File: config.mk
export PLATFORM = sky130hd
export DESIGN_NAME = i2c_evt_mon
export DESIGN_NICKNAME = d
export VERILOG_FILES = /design/src/rtl/i2c_evt_pkg.sv /design/src/rtl/i2c_line_sync.sv /design/src/rtl/i2c_cond_det.sv /design/src/rtl/i2c_bit_framer.sv /design/src/rtl/i2c_evt_track.sv /design/src/rtl/i2c_evt_mon.sv
export SDC_FILE = /design/constraint.sdc
export NUM_CORES = 1
export LEC_CHECK = 0
export ABC_AREA = 1
export BUFFER_PORTS_ARGS = -buffer_cell sky130_fd_sc_hd__buf_2
export CORE_AREA = 2 2 96 52
export CTS_BUF_LIST = sky130_fd_sc_hd__clkbuf_16
export CTS_CLUSTER_SIZE = 24
export DETAILED_ROUTE_END_ITERATION = 7
export DIE_AREA = 0 0 98 54
export HOLD_SLACK_MARGIN = 0.15
export SLEW_MARGIN = 5
export SYNTH_ARGS = -nofsm -noshare
export SYNTH_HDL_FRONTEND = slang
export SYNTH_SLANG_ARGS = --single-unit
File: constraint.sdc
create_clock -name clk_i -period 1.7 [get_ports clk_i]
set_input_delay 0.34 -clock clk_i [delete_from_list [all_inputs] [get_ports clk_i]]
set_output_delay 0.34 -clock clk_i [all_outputs]
set_load 0.01 [all_outputs]
File: src/rtl/i2c_evt_pkg.sv
package i2c_evt_pkg;

  typedef enum logic [2:0] {
    EV_START  = 3'd0,
    EV_RSTART = 3'd1,
    EV_STOP   = 3'd2,
    EV_ADDR   = 3'd3,
    EV_DATA   = 3'd4,
    EV_ACK    = 3'd5,
    EV_NACK   = 3'd6
  } evt_e;

  typedef enum logic [1:0] {
    PH_IDLE,
    PH_ADDR,
    PH_ADDR_LO,
    PH_DATA
  } phase_e;

  localparam logic [4:0] TEN_PREFIX = 5'b11110;

endpackage

File: src/rtl/i2c_line_sync.sv
module i2c_line_sync #(
  parameter int STAGES = 2
) (
  input  logic clk_i,
  input  logic rst_ni,
  input  logic d_i,
  output logic q_o,
  output logic prev_o
);

  logic [STAGES-1:0] chain_q;
  logic              prev_q;

  // idle bus level is high
  always_ff @(posedge clk_i or negedge rst_ni) begin
    if (!rst_ni) begin
      chain_q <= '1;
      prev_q  <= 1'b1;
    end else begin
      chain_q <= {chain_q[STAGES-2:0], d_i};
      prev_q  <= chain_q[STAGES-1];
    end
  end

  assign q_o    = chain_q[STAGES-1];
  assign prev_o = prev_q;

endmodule

File: src/rtl/i2c_cond_det.sv
module i2c_cond_det (
  input  logic scl_q_i,
  input  logic scl_p_i,
  input  logic sda_q_i,
  input  logic sda_p_i,
  output logic start_o,
  output logic stop_o,
  output logic rise_o
);

  logic scl_hold;

  assign scl_hold = scl_q_i & scl_p_i;
  assign start_o  = scl_hold & sda_p_i & ~sda_q_i;
  assign stop_o   = scl_hold & ~sda_p_i & sda_q_i;
  assign rise_o   = scl_q_i & ~scl_p_i;

endmodule

File: src/rtl/i2c_bit_framer.sv
module i2c_bit_framer #(
  parameter int BYTE_W = 8
) (
  input  logic              clk_i,
  input  logic              rst_ni,
  input  logic              clear_i,
  input  logic              active_i,
  input  logic              rise_i,
  input  logic              sda_i,
  output logic              byte_done_o,
  output logic [BYTE_W-1:0] byte_o,
  output logic              ack_done_o,
  output logic              nak_o
);

  localparam int CNT_W = $clog2(BYTE_W + 1);

  logic [CNT_W-1:0]  cnt_q;
  logic [BYTE_W-2:0] shreg_q;
  logic              take;

  assign take        = active_i & rise_i;
  assign byte_done_o = take & (cnt_q == CNT_W'(BYTE_W - 1));
  assign byte_o      = {shreg_q, sda_i};
  assign ack_done_o  = take & (cnt_q == CNT_W'(BYTE_W));
  assign nak_o       = sda_i;

  always_ff @(posedge clk_i or negedge rst_ni) begin
    if (!rst_ni) begin
      cnt_q   <= '0;
      shreg_q <= '0;
    end else if (clear_i) begin
      cnt_q   <= '0;
    end else if (take) begin
      if (cnt_q == CNT_W'(BYTE_W)) begin
        cnt_q <= '0;
      end else begin
        cnt_q   <= cnt_q + 1'b1;
        shreg_q <= {shreg_q[BYTE_W-3:0], sda_i};
      end
    end
  end

endmodule

File: src/rtl/i2c_evt_track.sv
module i2c_evt_track
  import i2c_evt_pkg::*;
#(
  parameter int ADDR_W = 10,
  parameter int BYTE_W = 8
) (
  input  logic              clk_i,
  input  logic              rst_ni,
  input  logic              start_i,
  input  logic              stop_i,
  input  logic              byte_done_i,
  input  logic [BYTE_W-1:0] byte_i,
  input  logic              ack_done_i,
  input  logic              nak_i,
  output logic              busy_o,
  output logic              evt_v_o,
  output evt_e              evt_type_o,
  output logic [ADDR_W-1:0] payload_o,
  output logic              rw_o,
  output logic              ten_o
);

  localparam int HI_W = ADDR_W - BYTE_W;

  phase_e            phase_q, phase_d;
  logic              busy_q, busy_d;
  logic [HI_W-1:0]   hi_q, hi_d;
  logic              rw_q, rw_d;

  logic              ev_v;
  evt_e              ev_t;
  logic [ADDR_W-1:0] ev_p;
  logic              ev_rw, ev_ten;

  always_comb begin
    phase_d = phase_q;
    busy_d  = busy_q;
    hi_d    = hi_q;
    rw_d    = rw_q;
    ev_v    = 1'b0;
    ev_t    = EV_START;
    ev_p    = '0;
    ev_rw   = 1'b0;
    ev_ten  = 1'b0;
    if (start_i) begin
      ev_v    = 1'b1;
      ev_t    = busy_q ? EV_RSTART : EV_START;
      busy_d  = 1'b1;
      phase_d = PH_ADDR;
    end else if (stop_i) begin
      ev_v    = 1'b1;
      ev_t    = EV_STOP;
      busy_d  = 1'b0;
      phase_d = PH_IDLE;
    end else if (byte_done_i) begin
      unique case (phase_q)
        PH_ADDR: begin
          if (byte_i[BYTE_W-1 -: 5] == TEN_PREFIX) begin
            hi_d    = byte_i[HI_W:1];
            rw_d    = byte_i[0];
            phase_d = PH_ADDR_LO;
          end else begin
            ev_v    = 1'b1;
            ev_t    = EV_ADDR;
            ev_p    = ADDR_W'(byte_i[BYTE_W-1:1]);
            ev_rw   = byte_i[0];
            phase_d = PH_DATA;
          end
        end
        PH_ADDR_LO: begin
          ev_v    = 1'b1;
          ev_t    = EV_ADDR;
          ev_p    = {hi_q, byte_i};
          ev_rw   = rw_q;
          ev_ten  = 1'b1;
          phase_d = PH_DATA;
        end
        PH_DATA: begin
          ev_v = 1'b1;
          ev_t = EV_DATA;
          ev_p = ADDR_W'(byte_i);
        end
        default: ;
      endcase
    end else if (ack_done_i) begin
      ev_v = 1'b1;
      ev_t = nak_i ? EV_NACK : EV_ACK;
    end
  end

  always_ff @(posedge clk_i or negedge rst_ni) begin
    if (!rst_ni) begin
      phase_q    <= PH_IDLE;
      busy_q     <= 1'b0;
      hi_q       <= '0;
      rw_q       <= 1'b0;
      evt_v_o    <= 1'b0;
      evt_type_o <= EV_START;
      payload_o  <= '0;
      rw_o       <= 1'b0;
      ten_o      <= 1'b0;
    end else begin
      phase_q    <= phase_d;
      busy_q     <= busy_d;
      hi_q       <= hi_d;
      rw_q       <= rw_d;
      evt_v_o    <= ev_v;
      evt_type_o <= ev_t;
      payload_o  <= ev_p;
      rw_o       <= ev_rw;
      ten_o      <= ev_ten;
    end
  end

  assign busy_o = busy_q;

endmodule

File: src/rtl/i2c_evt_mon.sv
module i2c_evt_mon
  import i2c_evt_pkg::*;
#(
  parameter int SYNC_STAGES = 2,
  parameter int ADDR_W      = 10,
  parameter int BYTE_W      = 8
) (
  input  logic              clk_i,
  input  logic              rst_ni,
  input  logic              scl_i,
  input  logic              sda_i,
  output logic              evt_v_o,
  output logic [2:0]        evt_type_o,
  output logic [ADDR_W-1:0] evt_payload_o,
  output logic              evt_rw_o,
  output logic              evt_ten_o
);

  localparam int N_LINES = 2;

  logic [N_LINES-1:0] line_raw, line_q, line_p;
  logic start, stop, rise;
  logic byte_done, ack_done, nak, busy;
  logic [BYTE_W-1:0] byte_val;
  evt_e evt_type;

  assign line_raw = {sda_i, scl_i};

  for (genvar g = 0; g < N_LINES; g++) begin : g_sync
    i2c_line_sync #(.STAGES(SYNC_STAGES)) u_sync (
      .clk_i  (clk_i),
      .rst_ni (rst_ni),
      .d_i    (line_raw[g]),
      .q_o    (line_q[g]),
      .prev_o (line_p[g])
    );
  end

  i2c_cond_det u_cond (
    .scl_q_i (line_q[0]),
    .scl_p_i (line_p[0]),
    .sda_q_i (line_q[1]),
    .sda_p_i (line_p[1]),
    .start_o (start),
    .stop_o  (stop),
    .rise_o  (rise)
  );

  i2c_bit_framer #(.BYTE_W(BYTE_W)) u_framer (
    .clk_i       (clk_i),
    .rst_ni      (rst_ni),
    .clear_i     (start | stop),
    .active_i    (busy),
    .rise_i      (rise),
    .sda_i       (line_q[1]),
    .byte_done_o (byte_done),
    .byte_o      (byte_val),
    .ack_done_o  (ack_done),
    .nak_o       (nak)
  );

  i2c_evt_track #(.ADDR_W(ADDR_W), .BYTE_W(BYTE_W)) u_track (
    .clk_i       (clk_i),
    .rst_ni      (rst_ni),
    .start_i     (start),
    .stop_i      (stop),
    .byte_done_i (byte_done),
    .byte_i      (byte_val),
    .ack_done_i  (ack_done),
    .nak_i       (nak),
    .busy_o      (busy),
    .evt_v_o     (evt_v_o),
    .evt_type_o  (evt_type),
    .payload_o   (evt_payload_o),
    .rw_o        (evt_rw_o),
    .ten_o       (evt_ten_o)
  );

  assign evt_type_o = evt_type;

endmodule

; Word-level counts from Yosys, hierarchy flattened
; Index checks and enable logic that the tools add are counted.
[word_totals]
regBits = 39
in_bits = 4
output_inout_bits = 16
word_cells = 85
[op_classes]
add_sub_neg = 1
eq_ne = 6
n_mux = 38
bitwise_logic = 17
n_reduce_logical = 8
[ops]
columns = op, n
row1 = $mux W10, 3
row2 = $pmux W10 S3, 1
row3 = $mux W1, 17
row4 = $mux W3, 4
row5 = $mux W4, 3
row6 = $mux W2, 5
row7 = $and A1 B1 Y1, 9
row8 = $pmux W3 S3, 1
row9 = $mux W7, 1
row10 = $not A1 Y1, 7
row11 = $eq A5 B5 Y1 const B, 1
row12 = $reduce_and A5 Y1, 1
row13 = $add A4 B1 Y4 const B, 1
row14 = $eq A2 B2 Y1 const B, 2
row15 = $eq A4 B3 Y1 const B, 1
row16 = $eq A4 B4 Y1 const B, 1
row17 = $pmux W1 S2, 2
row18 = $pmux W2 S2, 1
row19 = $reduce_bool A2 Y1, 2
row20 = $reduce_bool A4 Y1, 1
row21 = $reduce_and A3 Y1, 1
row22 = $reduce_bool A3 Y1, 1
row23 = $eq A2 B1 Y1 const B, 1
row24 = $reduce_and A2 Y1, 1
row25 = other kinds (2), 2

; Logic depth before layout (Yosys ltp)
; Gate-level depths: netlist of the first run.
[depth]
depth_word = 8
ltp_mapped = 9
mapped_depth_nobuf = 9

; Modules after synthesis
; From an unflattened synthesis of the first run, not the netlist that was laid out.
[hier_totals]
hier_cells = 200
area_unflattened_um2 = 1810.5
[by_module_without_submodules]
columns = mod, instances, cells_per_inst, area_per_inst_um2, seq_area_each_um2
row1 = i2c_evt_track, 1, 114, 1029.7, 550.5
row2 = i2c_bit_framer, 1, 68, 578.1, 275.3
row3 = i2c_line_sync, 2, 3, 78.8, 78.8
row4 = i2c_cond_det, 1, 9, 33.8, 0.0
row5 = i2c_evt_mon, 1, 3, 11.3, 0.0

; Worst setup path after synthesis of the first run
; OpenSTA, ideal clock, no wires.
[synth_timing]
kind = reg-to-reg
from = reg u_track.phase_q[1]
to = reg u_track.rw_q
setup_ps = 83
arrival_ps = 1287
setup_slack_ps = 330
path_stages_with_launch = 8
n_path_buf = 1
cell_sequence = dfrtp_1 -> inv_1 -> ha_1 -> buf_2 -> inv_1 -> nor3_2 -> nand2_1 -> o21ai_0
[synth_via]
elab_chain_len = 2
[synth_rtl]
columns = element, line
row1 = start: declaration, i2c_evt_track.sv:25  ; phase_e phase_q, phase_d;
row2 = start signal: assignment, i2c_evt_track.sv:103  ; phase_q <= phase_d;
row3 = $eq A2 B1 Y1, i2c_evt_track.sv:56  ; unique case (phase_q)
row4 = $reduce_and A5 Y1 (no line), -
row5 = end signal: assignment, i2c_evt_track.sv:106  ; rw_q <= rw_d;
row6 = end: declaration, i2c_evt_track.sv:28  ; logic rw_q, rw_d;
; No other way between the ends.
; A chain may end at the register's enable or synchronous reset.

; Worst setup path after layout of the first run
; Same ends and word-level chain as after synthesis.

==> results of run 1 <==
cells by family (layout without fill, tap and decap cells):
logic type | count (synthesis) | after routing
AND/OR/NAND/NOR | 72 | 72
flip-flops | 39 | 39
AO/OA/AOI/OAI | 29 | 29
buffers and inverters | 26 | 55
adder cells (fa/ha/maj) | 7 | 7
XOR/XNOR | 2 | 2
multiplexers | 2 | 2
path summary, 6_finish.rpt:
check	start	cells past startpoint	endpoint	slack, ps
max in group asynchronous	rst_ni	3	u_framer.shreg_q[0]	650
max reg2reg	u_track.phase_q[1]	6	u_track.rw_q	220
min	scl_i	1	g_sync[0].u_sync.chain_q[0]	160
max	u_track.phase_q[1]	6	u_track.rw_q	220
min in group asynchronous	rst_ni	2	u_track.evt_type_o[1]	570
min reg2reg	g_sync[1].u_sync.chain_q[0]	0	g_sync[1].u_sync.chain_q[1]	350
cells in the mapped netlist, drive strengths merged:
master | number | area (um^2)
a21oi | 9 | 45.0
buf | 3 | 21.3
dfrtp | 33 | 826
dfstp | 6 | 158
ha | 7 | 87.6
inv | 23 | 86.3
mux2 | 2 | 22.5
nand2 | 42 | 160
nand3 | 13 | 77.6
nand3b | 1 | 7.51
nand4 | 2 | 12.5
nor2 | 9 | 43.8
nor3 | 5 | 41.3
o211ai | 1 | 7.51
o21ai | 17 | 85.1
o22ai | 2 | 12.5
xnor2 | 1 | 8.76
xor2 | 1 | 8.76
sequential cells by signal (all words and copies together), names as in the netlist:
register               flops
g_sync.u_sync.chain_q      4
g_sync.u_sync.prev_o       2
u_framer.cnt_q             4
u_framer.shreg_q           7
u_track.busy_o             1
u_track.evt_type_o         3
u_track.evt_v_o            1
u_track.hi_q               2
u_track.payload_o         10
u_track.phase_q            2
u_track.rw_o               1
u_track.rw_q               1
u_track.ten_o              1
repair_timing:
action,4_1_cts,5_1_grt
setup endpoints to repair,0,4
resized for setup,0,1
hold endpoints to repair,13,0
hold buffers,1,0
where the power goes:
part	internal, uW	total [uW]	switching (uW)
clock	529	867	337
combinational	145	369	224
sequential	1050	1200	149
placed cells by master, fill, tap and decap left out:
master / count
clkinv_1: 1
nor3_2: 1
buf_12: 1
xnor2_1: 1
nor3_1: 3
clkbuf_16: 5
o22ai_1: 2
xor2_1: 1
buf_2: 19
nand2_1: 40
o211ai_1: 1
nand3_1: 12
nand4_1: 2
nor2_4: 1
nor2_1: 7
dfstp_2: 6
inv_1: 24
dfrtp_1: 33
nor3_4: 1
mux2_2: 2
buf_4: 3
nor2_2: 1
o21ai_0: 15
nand2_2: 2
a21oi_1: 9
ha_1: 7
clkinv_2: 1
nand3b_1: 1
nand3_4: 1
o21ai_1: 2
dlygate4sd3_1: 1
area by class of cell:
type | instances | area, um^2 | share of cell area
flip-flops and latches | 39 | 983 | 0.479
multi-input cells | 112 | 623 | 0.303
repair buffers | 24 | 148 | 0.0719
clock buffers | 5 | 125 | 0.0609
inverters | 23 | 86.3 | 0.0420
well taps | 60 | 75.1 | 0.0366
clock inverters | 3 | 12.5 | 0.00609
metal layers:
layer	vias to the layer above	wire length (um)	GRT usage
li1	630	-	-
met2	44	1180	0.176
met3	2	322	0.0545
met1	556	1910	0.234
met4	0	4	0.0417
met5	-	0	0
metrics by stage:
stage | setup WS (ps) | cells | util
2_1_floorplan | 330 | 177 | -
3_3_place_gp | 216 | 257 | 0.416
3_5_place_dp | 190 | 257 | 0.416
4_1_cts | 181 | 266 | 0.449
5_1_grt | 74.8 | 266 | 0.449
6_report | 217 | 266 | 0.449
critical path, cell delays in order, from the launching register on:
cell     delay [ps]
dfrtp_1         380
inv_1           110
ha_1            360
inv_1           150
nor3_2          240
nand2_1          80
o21ai_0          80
==> summary.md, run 1 <==
| Metric | Value |
|---|---|
| Final hold slack | `156 ps` |
| Number of distinct library cells after synthesis | `26` |
| Post-DRT Antenna Nets | `0` |
| Post-CTS Setup Inserts | `0` |
| Initial antenna violation count | `0` |
| Yosys warnings | `0` |
| Mapped Nets | `188` |
| Adder-Cell Fraction of Synth Area | `0.0512` |
| Mapped Cells | `177` |
| Die height | `54 um` |
| Reg clk slew, reported paths | `~60 ps` |
| Final hold vios | `0` |
| ANT cells | `0` |
| Flops & latches, synth | `39` |
| Total power | `between 2000 and 2500 uW` |
| Clock Sinks | `39` |
| CTS tree | `done` |
| IO Pins | `20` |
| Crit path max fanout | `9` |
| Routed WL | `roughly 3400 um` |
| Worst Setup Start Kind | `flip-flop` |
| Initial core utilization | `0.374` |
| Num CTS Buffers | `5` |
| Via density | `~4.6` |
| Largest net degree at the start of global routing | `21` |
| DR DRC count | `0` |
| Wire per inst | `between 10 and 15 um` |
| Setup TNS | `0 ps` |
| Starting DRT DRC Count | `64` |
| Total track usage | `0.147` |
| Hold crit path type | `primary input to flip-flop` |
| Slew Limit Fails | `0` |
| Nets | `216` |
| Outcome | `finished clean` |
| Syn Area/Cell | `9.67 um^2` |
| Worst EP required | `around 1900 ps` |
| Least-Margin Pin Slew | `approximately 510 ps` |
| Via count | `1232` |
| Total grt overflow | `0` |
| Capturing element type of the critical path | `flip-flop` |
| Unrepaired setup endpoints after global routing | `no` |
| Latest clock arrival within the worst-skew pair | `between 200 and 300 ps` |
| H-Tree Depth | `2` |
| Final period demand of the worst path | `approximately 1500 ps` |
| Chip width | `around 98 um` |
| Tcrit/Tclk final | `0.872` |
| Die area | `around 5300 um^2` |
| Area Overhead vs Synth | `20.0%` |
| Post-synthesis sequential area ratio | `0.575` |
| Synthesized-area fraction occupied by xor and xnor cells | `0.0102` |
| CTS max path bufs | `2` |
| Row Count | `18` |
| Setup violations, final | `0` |
| Max-cap violations | `0` |
| Power Density | `roughly 1200 nW/um^2` |
| Dpl cell area | `between 1500 and 2000 um^2` |
| First-pass GRT wire length | `~5700 um` |
| Number of filler instances in the final layout | `462` |
| Pre-antenna DRT Iters | `4` |
| Max_slew headroom | `0.661` |
| Mapped cell area | `1710 um^2` |
| Via count of the first global-routing pass | `approximately 1100` |
| GPL Wtd Cong | `about 0.86` |
| Simple-gate portion of the synthesized area | `0.200` |
| Multiplexer area fraction after synthesis | `0.0132` |
| Largest family of logic cells by synthesized area | `simple AND/OR/NAND/NOR gates` |
| Crit path kind | `flip-flop to flip-flop` |
| I/O Buffers | `19` |
| Synth Area in Compound Gates | `0.0877` |
| DP HPWL | `approximately 2600 um` |
| Root Buffer | `clkbuf_16` |
| Finished Cell Area | `between 2000 and 2500 um^2` |
| Max frequency | `~0.67 GHz` |
| VDD IR-drop max | `0.000430 V` |
| Post-Route Skew | `4.55 ps` |
| Leak | `~0.0010 uW` |
| Core Box Area | `roughly 4600 um^2` |
| Share of cells above drive strength 1 | `0.214` |
| Worst Path Arrival | `~1700 ps` |
Power figures use the tool's default switching activity.
==> inputs of run 2 (changes only) <==
--- a/config.mk
+++ b/config.mk
@@ -13,6 +13,7 @@
 export DETAILED_ROUTE_END_ITERATION = 7
 export DIE_AREA = 0 0 98 54
 export HOLD_SLACK_MARGIN = 0.15
+export MAX_ROUTING_LAYER = met4
 export SLEW_MARGIN = 5
 export SYNTH_ARGS = -nofsm -noshare
 export SYNTH_HDL_FRONTEND = slang
==> run 2 against run 1 <==
Hold slack about the same. Flip-flop and latch count unchanged. Worst setup slack worse by 3.1 ps. Final area unchanged. Largest power group unchanged. Final cell count unchanged. Critical path type unchanged.
==> summary.md, run 2 (same netlist as run 1, synthesis figures left out) <==
| Metric | Value |
|---|---|
| Setup TNS | `0 ps (unchanged)` |
| Number of flip-flops in the largest register | `10 (unchanged)` |
| GPL Wtd Cong | `0.876 (+1.6%)` |
| Crit path kind | `flip-flop to flip-flop` |
| Max_slew headroom | `0.663 (+0.00159)` |
| Root Buffer | `clkbuf_16` |
| CP max stage delay | `380 ps (about the same)` |
| Unrepaired setup endpoints after global routing | `no` |
| Area taken by multi-input logic gates | `623 um^2 (unchanged)` |
| Final hold slack | `156 ps (-0.0540 ps)` |
| Power Density | `1190 nW/um^2 (+0.14%)` |
| IO Pins | `20 (unchanged)` |
| Tcrit/Tclk final | `0.874 (+0.00184)` |
| DP Worst Slack | `190 ps (unchanged)` |
| Reg clk slew, reported paths | `60 ps (about the same)` |
| Worst EP required | `1890 ps (about the same)` |
| Pre-antenna DRT Iters | `4 (unchanged)` |
| Chip width | `98 um (unchanged)` |
| R2R Setup Slk | `210 ps (about the same)` |
| FF-to-FF path depth | `6 (unchanged)` |
| I/O Buffers | `19 (unchanged)` |
| Register area | `983 um^2 (unchanged)` |
| CP Cell Sequence | `inv_1 -> ha_1 -> inv_1 -> nor3_2 -> nand2_1 -> o21ai_0` |
| Core Box Area | `4570 um^2 (unchanged)` |
| Num CTS Buffers | `5 (unchanged)` |
| CTS tree | `done` |
| Latest clock arrival within the worst-skew pair | `280 ps (about the same)` |
| Top cell by count, worst path | `inv_1` |
| FF-to-FF End | `u_track.rw_q` |
| Cell Int Power | `1730 uW (about the same)` |
| Routed WL | `3420 um (+0.23%)` |
| CP top delay family | `flip-flops` |
| Via density | `4.64 (about the same)` |
| Area Overhead vs Synth | `20.0% (unchanged)` |
| Outcome | `finished clean` |
| Hold crit path type | `primary input to flip-flop` |
| CTS max path bufs | `2 (unchanged)` |
| Slew Limit Fails | `0 (unchanged)` |
| Clock share of power | `0.357 (about the same)` |
| Wire per inst | `12.9 um (+0.23%)` |
| Sw Ratio | `0.292 (+0.000965)` |
| Initial antenna violation count | `0 (unchanged)` |
| H-Tree Depth | `2 (unchanged)` |
| Worst Setup Start Kind | `flip-flop` |
| Fin util | `0.449 (unchanged)` |
| First-pass GRT wire length | `5740 um (+0.23%)` |
| Least-Margin Pin Slew | `506 ps (-2.38 ps)` |
| Final period demand of the worst path | `1490 ps (+3.12 ps)` |
| Reg power frac | `0.492 (about the same)` |
| Leak | `0.00104 uW (unchanged)` |
| Total track usage | `0.152 (+0.00492)` |
| Top reg by flops | `u_track.payload_o` |
| Largest net degree at the start of global routing | `21 (unchanged)` |
| Crit path max fanout | `9 (unchanged)` |
| Clock Sinks | `39 (unchanged)` |
| Post-DRT Antenna Nets | `0 (unchanged)` |
| Share of cells above drive strength 1 | `0.214 (unchanged)` |
| Max-cap violations | `0 (unchanged)` |
| Commonest non-fill, non-tap cell in the layout | `nand2_1` |
| VDD IR-drop max | `0.000430 V (about the same)` |
| Post-CTS Setup Inserts | `0 (unchanged)` |
| DR DRC count | `0 (unchanged)` |
| Die height | `54 um (unchanged)` |
| Capturing element type of the critical path | `flip-flop` |
| Worst Min Path Start | `scl_i` |
| Worst Path Arrival | `1680 ps (about the same)` |
| Max frequency | `0.673 GHz (-0.21%)` |
| Total grt overflow | `0 (unchanged)` |
| Starting DRT DRC Count | `63 (-1.6%)` |
| Final hold vios | `0 (unchanged)` |
| Biggest regs | `u_track.payload_o (10), u_framer.shreg_q (7)` |
| Number of filler instances in the final layout | `462 (unchanged)` |
| Post-Route Skew | `4.10 ps (-0.443 ps)` |
| Via count | `1233 (+0.081%)` |
| ANT cells | `0 (unchanged)` |
| Setup violations, final | `0 (unchanged)` |
| Hold Crit Depth | `1 (unchanged)` |
| Fin worst setup slack | `214 ps (-3.12 ps)` |
| Comb pwr share | `0.152 (about the same)` |
| Reg2reg start | `u_track.phase_q[1]` |
| Worst path slowest cell | `dfrtp_1` |
| Commonest non-fill, non-tap cells in the layout | `40 x nand2_1, 33 x dfrtp_1, 24 x inv_1` |
| WP buf/inv | `2 (unchanged)` |
| Hold endpoint | `g_sync[0].u_sync.chain_q[0]` |
| Initial core utilization | `0.374 (unchanged)` |
| DP HPWL | `2560 um (unchanged)` |
| Nets | `216 (unchanged)` |
| Net switching power figure | `713 uW (+0.47%)` |
| Row Count | `18 (unchanged)` |
| Via count of the first global-routing pass | `1101 (-0.18%)` |
| Die area | `5290 um^2 (unchanged)` |
-- run 2: cell counts in the layout (fill, tap and decap cells not counted) --
No cell type changed its count.
-- run 2: final cells by class --
type                            instances  share of cell area
Clock buffer                            5              0.0609
Clock inverter                          3             0.00609
Inverter                               23              0.0420
Multi-Input combinational cell        112               0.303
Sequential cell                        39               0.479
Tap cell                               60              0.0366
Timing Repair Buffer                   24              0.0719
-- run 2: per-stage QoR --
stage                     instance area, um^2  cells  power [uW]
after floorplan                          1710    177        1450
after global placement                   1900    257        1580
after detailed placement                 1900    257        1580
after CTS                                2050    266        2460
after global routing                     2050    266        2610
final                                    2050    266        2440
-- run 2: metal layers --
| layer | GRT usage | share of wire |
|---|---|---|
| met2 | 0.176 | 0.35 |
| met3 | 0.0532 | 0.092 |
| met4 | 0.0417 | 0.0012 |
| met5 | - | 0 |
| met1 | 0.235 | 0.56 |
-- run 2: worst max-delay path by stage --
stage | cells past startpoint | from | endpoint | slack, ps
floorplan | 7 | u_track.phase_q[1] | u_track.rw_q | 330
global placement | 6 | g_sync[1].u_sync.chain_q[1] | u_framer.cnt_q[1] | 220
detailed placement | 7 | u_framer.cnt_q[0] | u_track.payload_o[4] | 190
CTS | 7 | u_framer.cnt_q[0] | u_track.payload_o[4] | 180
global route | 6 | u_track.phase_q[1] | u_track.rw_q | 70
finish | 6 | u_track.phase_q[1] | u_track.rw_q | 210
-- run 2: what timing repair did --
item                                    4_1_cts  5_1_grt
endpoints found under the hold margin        13        0
hold buffers                                  1        0
endpoints found under the setup margin        0        4
gates resized for setup                       0        1
-- run 2: power groups by stage --
stage,sequential (uW),combinational [uW],clock [uW]
2_1_floorplan,1170,281,0
3_3_place_gp,1210,365,0
6_report,1200,370,870
4_1_cts,1190,373,890
5_1_grt,1220,439,952
3_5_place_dp,1210,369,0
-- run 2: worst register-to-register path: stages, from the launching register on --
cell and delay, ps:
dfrtp_1 380, inv_1 110, ha_1 360, inv_1 150, nor3_2 240, nand2_1 80, o21ai_0 80
